`config.mk`:
```
export PLATFORM = sky130hd
export DESIGN_NAME = can_xcvr_mode_ctrl
export DESIGN_NICKNAME = d
export VERILOG_FILES = /design/src/rtl/xcvr_mode_pkg.sv /design/src/rtl/xcvr_sync2.sv /design/src/rtl/xcvr_uv_blank.sv /design/src/rtl/xcvr_thermal.sv /design/src/rtl/can_xcvr_mode_ctrl.sv
export SDC_FILE = /design/constraint.sdc
export NUM_CORES = 1
export LEC_CHECK = 0
export BUFFER_PORTS_ARGS = -buffer_cell sky130_fd_sc_hd__buf_2
export CORE_ASPECT_RATIO = 1.1
export CORE_MARGIN = 5
export CORE_UTILIZATION = 30
export CTS_CLUSTER_SIZE = 10
export DETAILED_ROUTE_END_ITERATION = 10
export PLACE_DENSITY = 0.52
export SETUP_SLACK_MARGIN = 0.3
export SLEW_MARGIN = 20
export SYNTH_ARGS = -nofsm -noshare
export SYNTH_HDL_FRONTEND = slang
export SYNTH_SLANG_ARGS = --single-unit
```
`constraint.sdc`:
```
create_clock -name clk -period 2 [get_ports clk]
set_input_delay 0.3 -clock clk [delete_from_list [all_inputs] [get_ports clk]]
set_output_delay 0.3 -clock clk [all_outputs]
set_load 0.03 [all_outputs]
```
`src/rtl/xcvr_mode_pkg.sv`:
```
package xcvr_mode_pkg;

    typedef enum logic {
        MODE_IDLE   = 1'b0,
        MODE_ACTIVE = 1'b1
    } xcvr_mode_e;

    typedef struct packed {
        logic drv;
        logic rx;
        logic bias;
    } xcvr_enables_t;

    // pin level after synchronization: 1 requests idle
    function automatic xcvr_mode_e mode_select(input logic pin_n_sync,
                                               input logic uv_forced);
        if (uv_forced || pin_n_sync)
            return MODE_IDLE;
        return MODE_ACTIVE;
    endfunction

    function automatic xcvr_enables_t enables_for(input xcvr_mode_e mode,
                                                  input logic thermal_cut);
        xcvr_enables_t e;
        e.rx   = (mode == MODE_ACTIVE);
        e.bias = (mode == MODE_ACTIVE);
        e.drv  = (mode == MODE_ACTIVE) && !thermal_cut;
        return e;
    endfunction

    function automatic logic hyst_next(input logic cur,
                                       input logic at_or_above_trip,
                                       input logic at_or_below_release);
        if (at_or_above_trip)
            return 1'b1;
        if (at_or_below_release)
            return 1'b0;
        return cur;
    endfunction

endpackage

```
`src/rtl/xcvr_sync2.sv`:
```
module xcvr_sync2 #(
    parameter logic RST_VAL = 1'b1
) (
    input  logic clk,
    input  logic rst,
    input  logic d_i,
    output logic q_o
);
    logic meta_q;
    logic sync_q;

    always_ff @(posedge clk) begin
        if (rst) begin
            meta_q <= RST_VAL;
            sync_q <= RST_VAL;
        end else begin
            meta_q <= d_i;
            sync_q <= meta_q;
        end
    end

    assign q_o = sync_q;
endmodule

```
`src/rtl/xcvr_uv_blank.sv`:
```
module xcvr_uv_blank #(
    parameter int BLANK_CYC = 750
) (
    input  logic clk,
    input  logic rst,
    input  logic uv_i,
    output logic forced_o
);
    localparam int CW = (BLANK_CYC < 2) ? 1 : $clog2(BLANK_CYC);
    localparam logic [CW-1:0] LAST = CW'(BLANK_CYC - 1);

    logic [CW-1:0] run_q;
    logic          forced_q;

    always_ff @(posedge clk) begin
        if (rst) begin
            run_q    <= '0;
            forced_q <= 1'b0;
        end else if (!uv_i) begin
            run_q    <= '0;
            forced_q <= 1'b0;
        end else if (run_q == LAST) begin
            forced_q <= 1'b1;
        end else begin
            run_q <= run_q + 1'b1;
        end
    end

    assign forced_o = forced_q;
endmodule

```
`src/rtl/xcvr_thermal.sv`:
```
module xcvr_thermal
    import xcvr_mode_pkg::*;
#(
    parameter int TEMP_W    = 8,
    parameter int SHUT_CODE = 175,
    parameter int HYST_CODE = 10
) (
    input  logic              clk,
    input  logic              rst,
    input  logic [TEMP_W-1:0] temp_i,
    output logic              cut_o
);
    localparam logic [TEMP_W-1:0] TRIP = TEMP_W'(SHUT_CODE);
    localparam logic [TEMP_W-1:0] REL  = TEMP_W'(SHUT_CODE - HYST_CODE);

    logic cut_q;
    logic hot;
    logic cool;

    always_comb begin
        hot  = (temp_i >= TRIP);
        cool = (temp_i <= REL);
    end

    always_ff @(posedge clk) begin
        if (rst)
            cut_q <= 1'b0;
        else
            cut_q <= hyst_next(cut_q, hot, cool);
    end

    assign cut_o = cut_q;
endmodule

```
`src/rtl/can_xcvr_mode_ctrl.sv`:
```
module can_xcvr_mode_ctrl
    import xcvr_mode_pkg::*;
#(
    parameter int NUM_SUP   = 2,
    parameter int BLANK_CYC = 750,
    parameter int MODE_CYC  = 500,
    parameter int TEMP_W    = 8,
    parameter int SHUT_CODE = 175,
    parameter int HYST_CODE = 10
) (
    input  logic               clk,
    input  logic               rst,
    input  logic               enable_n_i,
    input  logic [NUM_SUP-1:0] uv_flags_i,
    input  logic [TEMP_W-1:0]  temp_code_i,
    output logic               drv_en_o,
    output logic               rx_en_o,
    output logic               bias_en_o,
    output logic               mode_o,
    output logic               tsd_o
);
    logic               pin_n_sync;
    logic [NUM_SUP-1:0] sup_forced;
    logic               uv_forced;
    logic               cut;
    xcvr_mode_e         mode_q;
    xcvr_enables_t      en;

    xcvr_sync2 #(.RST_VAL(1'b1)) u_pin_sync (
        .clk (clk),
        .rst (rst),
        .d_i (enable_n_i),
        .q_o (pin_n_sync)
    );

    for (genvar s = 0; s < NUM_SUP; s++) begin : g_sup
        xcvr_uv_blank #(.BLANK_CYC(BLANK_CYC)) u_blank (
            .clk      (clk),
            .rst      (rst),
            .uv_i     (uv_flags_i[s]),
            .forced_o (sup_forced[s])
        );
    end

    assign uv_forced = |sup_forced;

    xcvr_thermal #(
        .TEMP_W   (TEMP_W),
        .SHUT_CODE(SHUT_CODE),
        .HYST_CODE(HYST_CODE)
    ) u_thermal (
        .clk    (clk),
        .rst    (rst),
        .temp_i (temp_code_i),
        .cut_o  (cut)
    );

    always_ff @(posedge clk) begin
        if (rst)
            mode_q <= MODE_IDLE;
        else
            mode_q <= mode_select(pin_n_sync, uv_forced);
    end

    always_comb en = enables_for(mode_q, cut);

    assign drv_en_o  = en.drv;
    assign rx_en_o   = en.rx;
    assign bias_en_o = en.bias;
    assign mode_o    = (mode_q == MODE_ACTIVE);
    assign tsd_o     = cut;
endmodule

```
# After elaboration in Yosys (flattened, before gate mapping)
# Index checks and enable logic that the tools add are counted.
# word_totals
inputBits,13
out_inout_bits,5
reg_bits,26
# classes
bitwise_logic,2
n_reduce_logical,7
mux,13
add_sub_neg,2
order_cmp,2
n_eq_ne,2
# ops
cell,n
10-bit by 1-bit adder with 10-bit output (second input constant),2
10-bit == test (second input constant),2
1-bit 2-to-1 mux,13
8-bit >= comparator (second input constant),1
8-bit less-or-equal comparator (second input constant),1
2-bit OR reduction,3
1-bit NOT,2
2-bit nonzero test,1
1-bit logical AND,1
1-bit logical NOT,1
1-bit logical OR,1

# Longest topological paths before layout
# logic_depth
ltp_word,7
depth_mapped,6
depth_no_buf,5

# Modules after synthesis
# A second synthesis with hierarchy kept.
# unflattened
hier_cells,141
hier_area_um2,1266.2
# modules_own_cells
mod,cells_each,area_each_um2,n_inst
xcvr_uv_blank,63,546.8,2
xcvr_thermal,6,66.3,1
can_xcvr_mode_ctrl,5,53.8,1
xcvr_sync2,4,52.6,1

# Worst setup path before layout
# No wires, ideal clock.
# synth_timing
path_type,reg-to-reg
from,register g_sup[0].u_blank.run_q[0]
to,register g_sup[0].u_blank.run_q[1]
period_less_slack_ns,1.518
path_stages_with_launch,6
path_slack_ns,0.482
path_buffers,1
arrival_time_ns,1.396
t_required_ns,1.879
path_cell_list,dfxtp_1 ha_1 nand4bb_2 or3_1 buf_2 mux2_4
# synth_between
elab_chain_cells,1
word_cells_on_any_way,2
# synth_rtl
item,line,source
"start, declared",xcvr_uv_blank.sv:12,logic [CW-1:0] run_q;
"start signal, assigned",xcvr_uv_blank.sv:25,run_q <= run_q + 1'b1;
10-bit by 1-bit adder with 10-bit output or 10-bit == test (tied branches),"xcvr_uv_blank.sv:25, xcvr_uv_blank.sv:22",
# Parallel ways exist; a longest one is shown, timed or not.
# A chain may end at the register's enable or synchronous reset.

# Worst setup path after layout
# layout_timing
from,register g_sup[0].u_blank.run_q[1]
to,register g_sup[0].u_blank.run_q[1]
# The elaborated chain is that of the path after synthesis.

==> results <==
- The cell with the largest stage delay on the worst path is or3_1.
- The internal portion of the total power is between 0.0008 and 0.0009 W.
- The floorplan has 24 rows.
- In the final layout, the share of cells above drive strength 1 is a little over a fifth.
- The number of hold violations in the final report is 0.
- Dividing total power by cell area gives a power density of ~720 nW/um2.
- The number of slew-limit violations in the final report is 0.
- The fraction of power consumed by combinational cells is under 10%.
- The part of the total power dissipated in sequential elements is between 50% and 60%.
- The share of total power in the clock network is 42.4%.
- Between clock sinks in the finished design, the worst skew comes to approximately 0.0027 ns.
- The flow ran to the end, and the final reports show no timing, DRC or antenna violations.
- The net count of the finished layout is around 170.
- The floorplan step defined a core boundary enclosing between 3000 and 4000 um2.
- Summing the areas of all xor and xnor instances in the mapped netlist gives 0% of the synthesized area.
- The count of clock tree sinks is 26.
- The buffer count from post-CTS setup fixing is 0.
- The count of TritonRoute iterations in the first routing pass is 3.
- The CTS H-tree depth is 1.
- After synthesis, the largest family of logic cells by area is simple AND/OR/NAND/NOR gates.
- The via count of the first global-routing pass is 1023.
- The time the final worst path needs with I/O delays and setup is about 1.6 ns.
- Using the TritonRoute via totals, the vias-per-cell ratio works out to between 5 and 6.
- The number of antenna violations at the first check in global routing is 0.
- The worst hold path belongs to the class in2reg.
- Including well taps, the total number of placed cells is a little under 200.
- The DRC violations left is 0.
- Setup repair after global routing left no endpoint under its margin.
- The number of clock buffers added by TritonCTS is 3.
- Traced cell by cell, the critical path runs through inv_1 -> ha_1 -> nand4bb_2 -> or3_1 -> mux2_4.
- The area growth from synthesis to layout is 16.5%.
- The worst setup path is of the reg2reg kind.
- The number of vias after detailed routing is 1066.
- Once detailed placement completed, the half-perimeter wirelength came to 1980 um.
- For this configuration, the core starts out at a cell density of a little under a third.
- The number of DRC violations after detailed-routing iteration 0 is 24.
- The congestion estimate from routability-driven global placement came to about 0.82.
- The CTS root buffer is clkbuf_8.
- The placed instances occupy a cell area of 1340 um2.
- The die is roughly 70 um wide.
- The die boundary height is about 77 um.
- For this run the aggregate overflow at the end of global routing stands at 0.
- After synthesis the netlist holds a flip-flop and latch count of 26.
- The overall global routing resource usage is approximately a tenth.
- The tool flagged a number of max-cap violations equal to 0.
- In this design, the stage delay of the slowest critical-path cell is between 0.4 and 0.5 ns.
- Clock latency on the worst-skew pair, taken at its later pin, is about 0.27 ns.
- The synthesized instance count is approximately 140.
- The count of antenna diodes in the layout is 0.
- The number of buffers on the longest clock path is 2.
- In the final timing run, aggregate negative setup slack is 0 ns.
- At the worst endpoint, the required time is between 2 and 2.5 ns.
- After clock tree synthesis, the clock-pin slew on the worst setup and hold paths is 0.09 ns.
- The startpoint identified for the worst register-to-register timing path is g_sup[0].u_blank.run_q[1].
- The worst-case IR drop observed on VDD is around 0.00030 V.
- Summing the areas of all and, or, nand and nor instances in the mapped netlist gives 26.9% of the synthesized area.
- Of the total synthesized cell area, the portion taken by full adders, half adders and majority gates is a little over 4%.
- For this design the static power due to leakage is just under 0.5 nW.
- The first global-routing pass estimated about 4400 um of wire.
- The worst-case reg-to-reg path depth is 5.
- The number of nets produced by synthesis is around 150.
- The maximum number of pins on one net before global-route repair is 16.
- Counting instances, the worst hold path has a depth of 2.
- The capture instance of the worst register-to-register path is g_sup[0].u_blank.run_q[1].
- The cell area that synthesis handed to floorplanning was ~1200 um2.
- For this design the total switching power over the nets is ~0.0002 W.
- During synthesis, Yosys emitted a total of 0 warnings.
- For this run, the number of standard cells in the final layout without fillers is around 200.
- Summing all non-filler instances in the final layout gives an area of approximately 1400 um2.
- The headroom to the max-slew limit is approximately three quarters.
- The hold-critical path endpoint is u_pin_sync.meta_q.
- Derived from the worst setup path, the maximum achievable clock frequency is about 0.63 GHz.
- TritonCTS built the clock tree.
- STA classifies the critical path startpoint as a register.
- In this run the tool buffered the top-level ports with 17 buffer cells.
- The mean post-synth cell area is approximately 9.0 um2.
- The actual slew at the worst max-slew pin is around 0.38 ns.
- The launch point of the worst hold path is enable_n_i.
- For this block, the routed nets add up to between 2000 and 3000 um of wire.
- After synthesis, the share of cell area in mux cells is between 2 and 2.5%.
- The final routed wire length divided by cell count is around 13 um.
- The number of ports placed on the die boundary is 18.
- The data arrival time of the critical path is around 1.7 ns.
- Setup violations remaining at the end of the flow were counted as 0.
- The number of antenna-violating nets in the routed design is 0.
- Measured on the finished design, the core utilization comes to between 30% and 40%.
- The netlist uses 38 different library cells.
- The largest fanout on the critical path is 5.
- For flop-to-flop paths, the worst setup slack is 0.42 ns.
- The sort of element at the end of the critical path is a register.
- The die outline area is around 5400 um2.
- After synthesis, flip-flops and latches occupy a little over two fifths of the total area.
- Summing the areas of all compound-gate instances in the mapped netlist gives around 20% of the synthesized area.
- Of the total power, the share spent switching nets is 19.7%.
- Dividing the final minimum period by the clock period gives between 70% and 80%.
-- synthesized netlist by cell type (all sizes together) --
cell | n | area share (%)
a211oi | 1 | 0.62
nor3 | 5 | 2.1
nand4bb | 2 | 2.3
inv | 5 | 1.5
mux2 | 2 | 2.2
or3 | 7 | 3.6
o311ai | 1 | 0.72
o41ai | 1 | 0.72
o21a | 3 | 1.9
and3 | 2 | 1.1
ha | 4 | 4.1
nand3 | 8 | 3.7
o21ai | 10 | 4.1
a31oi | 5 | 2.6
o31a | 3 | 2.3
dfxtp | 26 | 43
or2 | 2 | 1.0
a21o | 2 | 1.3
nor4 | 4 | 2.1
nand2b | 3 | 1.5
buf | 3 | 1.7
or4 | 2 | 1.2
a41o | 1 | 0.83
nand2 | 7 | 2.2
nor2b | 4 | 2.1
nor2 | 4 | 1.2
and4 | 1 | 0.72
o31ai | 2 | 1.2
clkbuf | 2 | 0.62
a21oi | 9 | 3.7
nand4 | 4 | 2.1
-- metal layers --
metal	vias up	part of all wire, %	GRT usage [%]
met5	-	0	0
met2	16	49	17.2
li1	538	-	-
met4	0	0.92	4.14
met3	2	5.6	2.75
met1	510	44	11.0
-- sequential cells by signal, summed over array words and instances (netlist names) --
name / cells
bias_en_o: 1
g_sup.u_blank.forced_o: 2
g_sup.u_blank.run_q: 20
u_pin_sync.meta_q: 1
u_pin_sync.q_o: 1
u_thermal.cut_o: 1
-- critical path, delay by kind of cell, from the launching register on --
family                   cells  cell delay [ns]
adder cells (fa/ha/maj)      1             0.16
buffers and inverters        1             0.08
flip-flops                   1             0.34
multiplexers                 1             0.33
AND/OR/NAND/NOR              2             0.56
-- stage by stage --
stage	worst slack, ns	power [W]	hold WS, ns
6_report	0.419	0.00102	0.208
5_1_grt	0.355	0.00106	0.206
2_1_floorplan	0.482	0.000577	0.368
3_3_place_gp	0.467	0.000597	0.390
3_5_place_dp	0.383	0.000599	0.378
4_1_cts	0.361	0.00103	0.201
-- worst max path at each step --
stage,startpoint,depth (start not counted),end
after global routing,g_sup[0].u_blank.run_q[1],5,g_sup[0].u_blank.run_q[1]
after detailed placement,g_sup[0].u_blank.run_q[0],4,g_sup[0].u_blank.run_q[1]
after CTS,g_sup[0].u_blank.run_q[0],4,g_sup[0].u_blank.run_q[1]
final,g_sup[0].u_blank.run_q[1],5,g_sup[0].u_blank.run_q[1]
after global placement,g_sup[0].u_blank.run_q[0],4,g_sup[0].u_blank.run_q[1]
after floorplan,g_sup[0].u_blank.run_q[0],5,g_sup[0].u_blank.run_q[1]
-- final cells by class --
| cell class | instances | area, um2 |
|---|---|---|
| clock buffer | 3 | 41.3 |
| clock inverter | 1 | 30.0 |
| fill | 420 | 2520 |
| inverter | 5 | 18.8 |
| multi-input combinational | 99 | 651 |
| sequential | 26 | 522 |
| tap | 52 | 65.1 |
| timing repair buffer | 17 | 85.1 |
-- timing repair --
item / in CTS / in global routing
endpoints found under the hold margin: 0 / 0
gates resized for setup: 0 / 2
hold buffers: 0 / 0
setup endpoints to repair: 0 / 2
-- logic make-up (layout without fill, tap and decap cells) --
kind of cell | Yosys count | after routing
muxes | 2 | 2
and+or+nand+nor | 55 | 55
AOI/OAI and AO/OA | 38 | 38
adders and majority gates | 4 | 4
buffers and inverters | 10 | 26
DFF | 26 | 26
-- placed cells by master (no fill, tap or decap), drive strengths merged, types with 4 or more instances in the layout --
cell	n
a21oi	9
a31oi	5
buf	17
dfxtp	26
ha	4
inv	5
nand2	7
nand3	8
nand4	4
nor2	4
nor2b	4
nor3	5
nor4	4
o21ai	10
or3	7
-- power groups by stage --
stage / Combinational (W) / Sequential [W] / Clock, W
3_5_place_dp: 0.0000546 / 0.000544 / 0
6_report: 0.0000540 / 0.000532 / 0.000431
4_1_cts: 0.0000549 / 0.000532 / 0.000445
3_3_place_gp: 0.0000531 / 0.000544 / 0
5_1_grt: 0.0000587 / 0.000534 / 0.000463
2_1_floorplan: 0.0000305 / 0.000547 / 0
(Power assumes the default switching activity.)
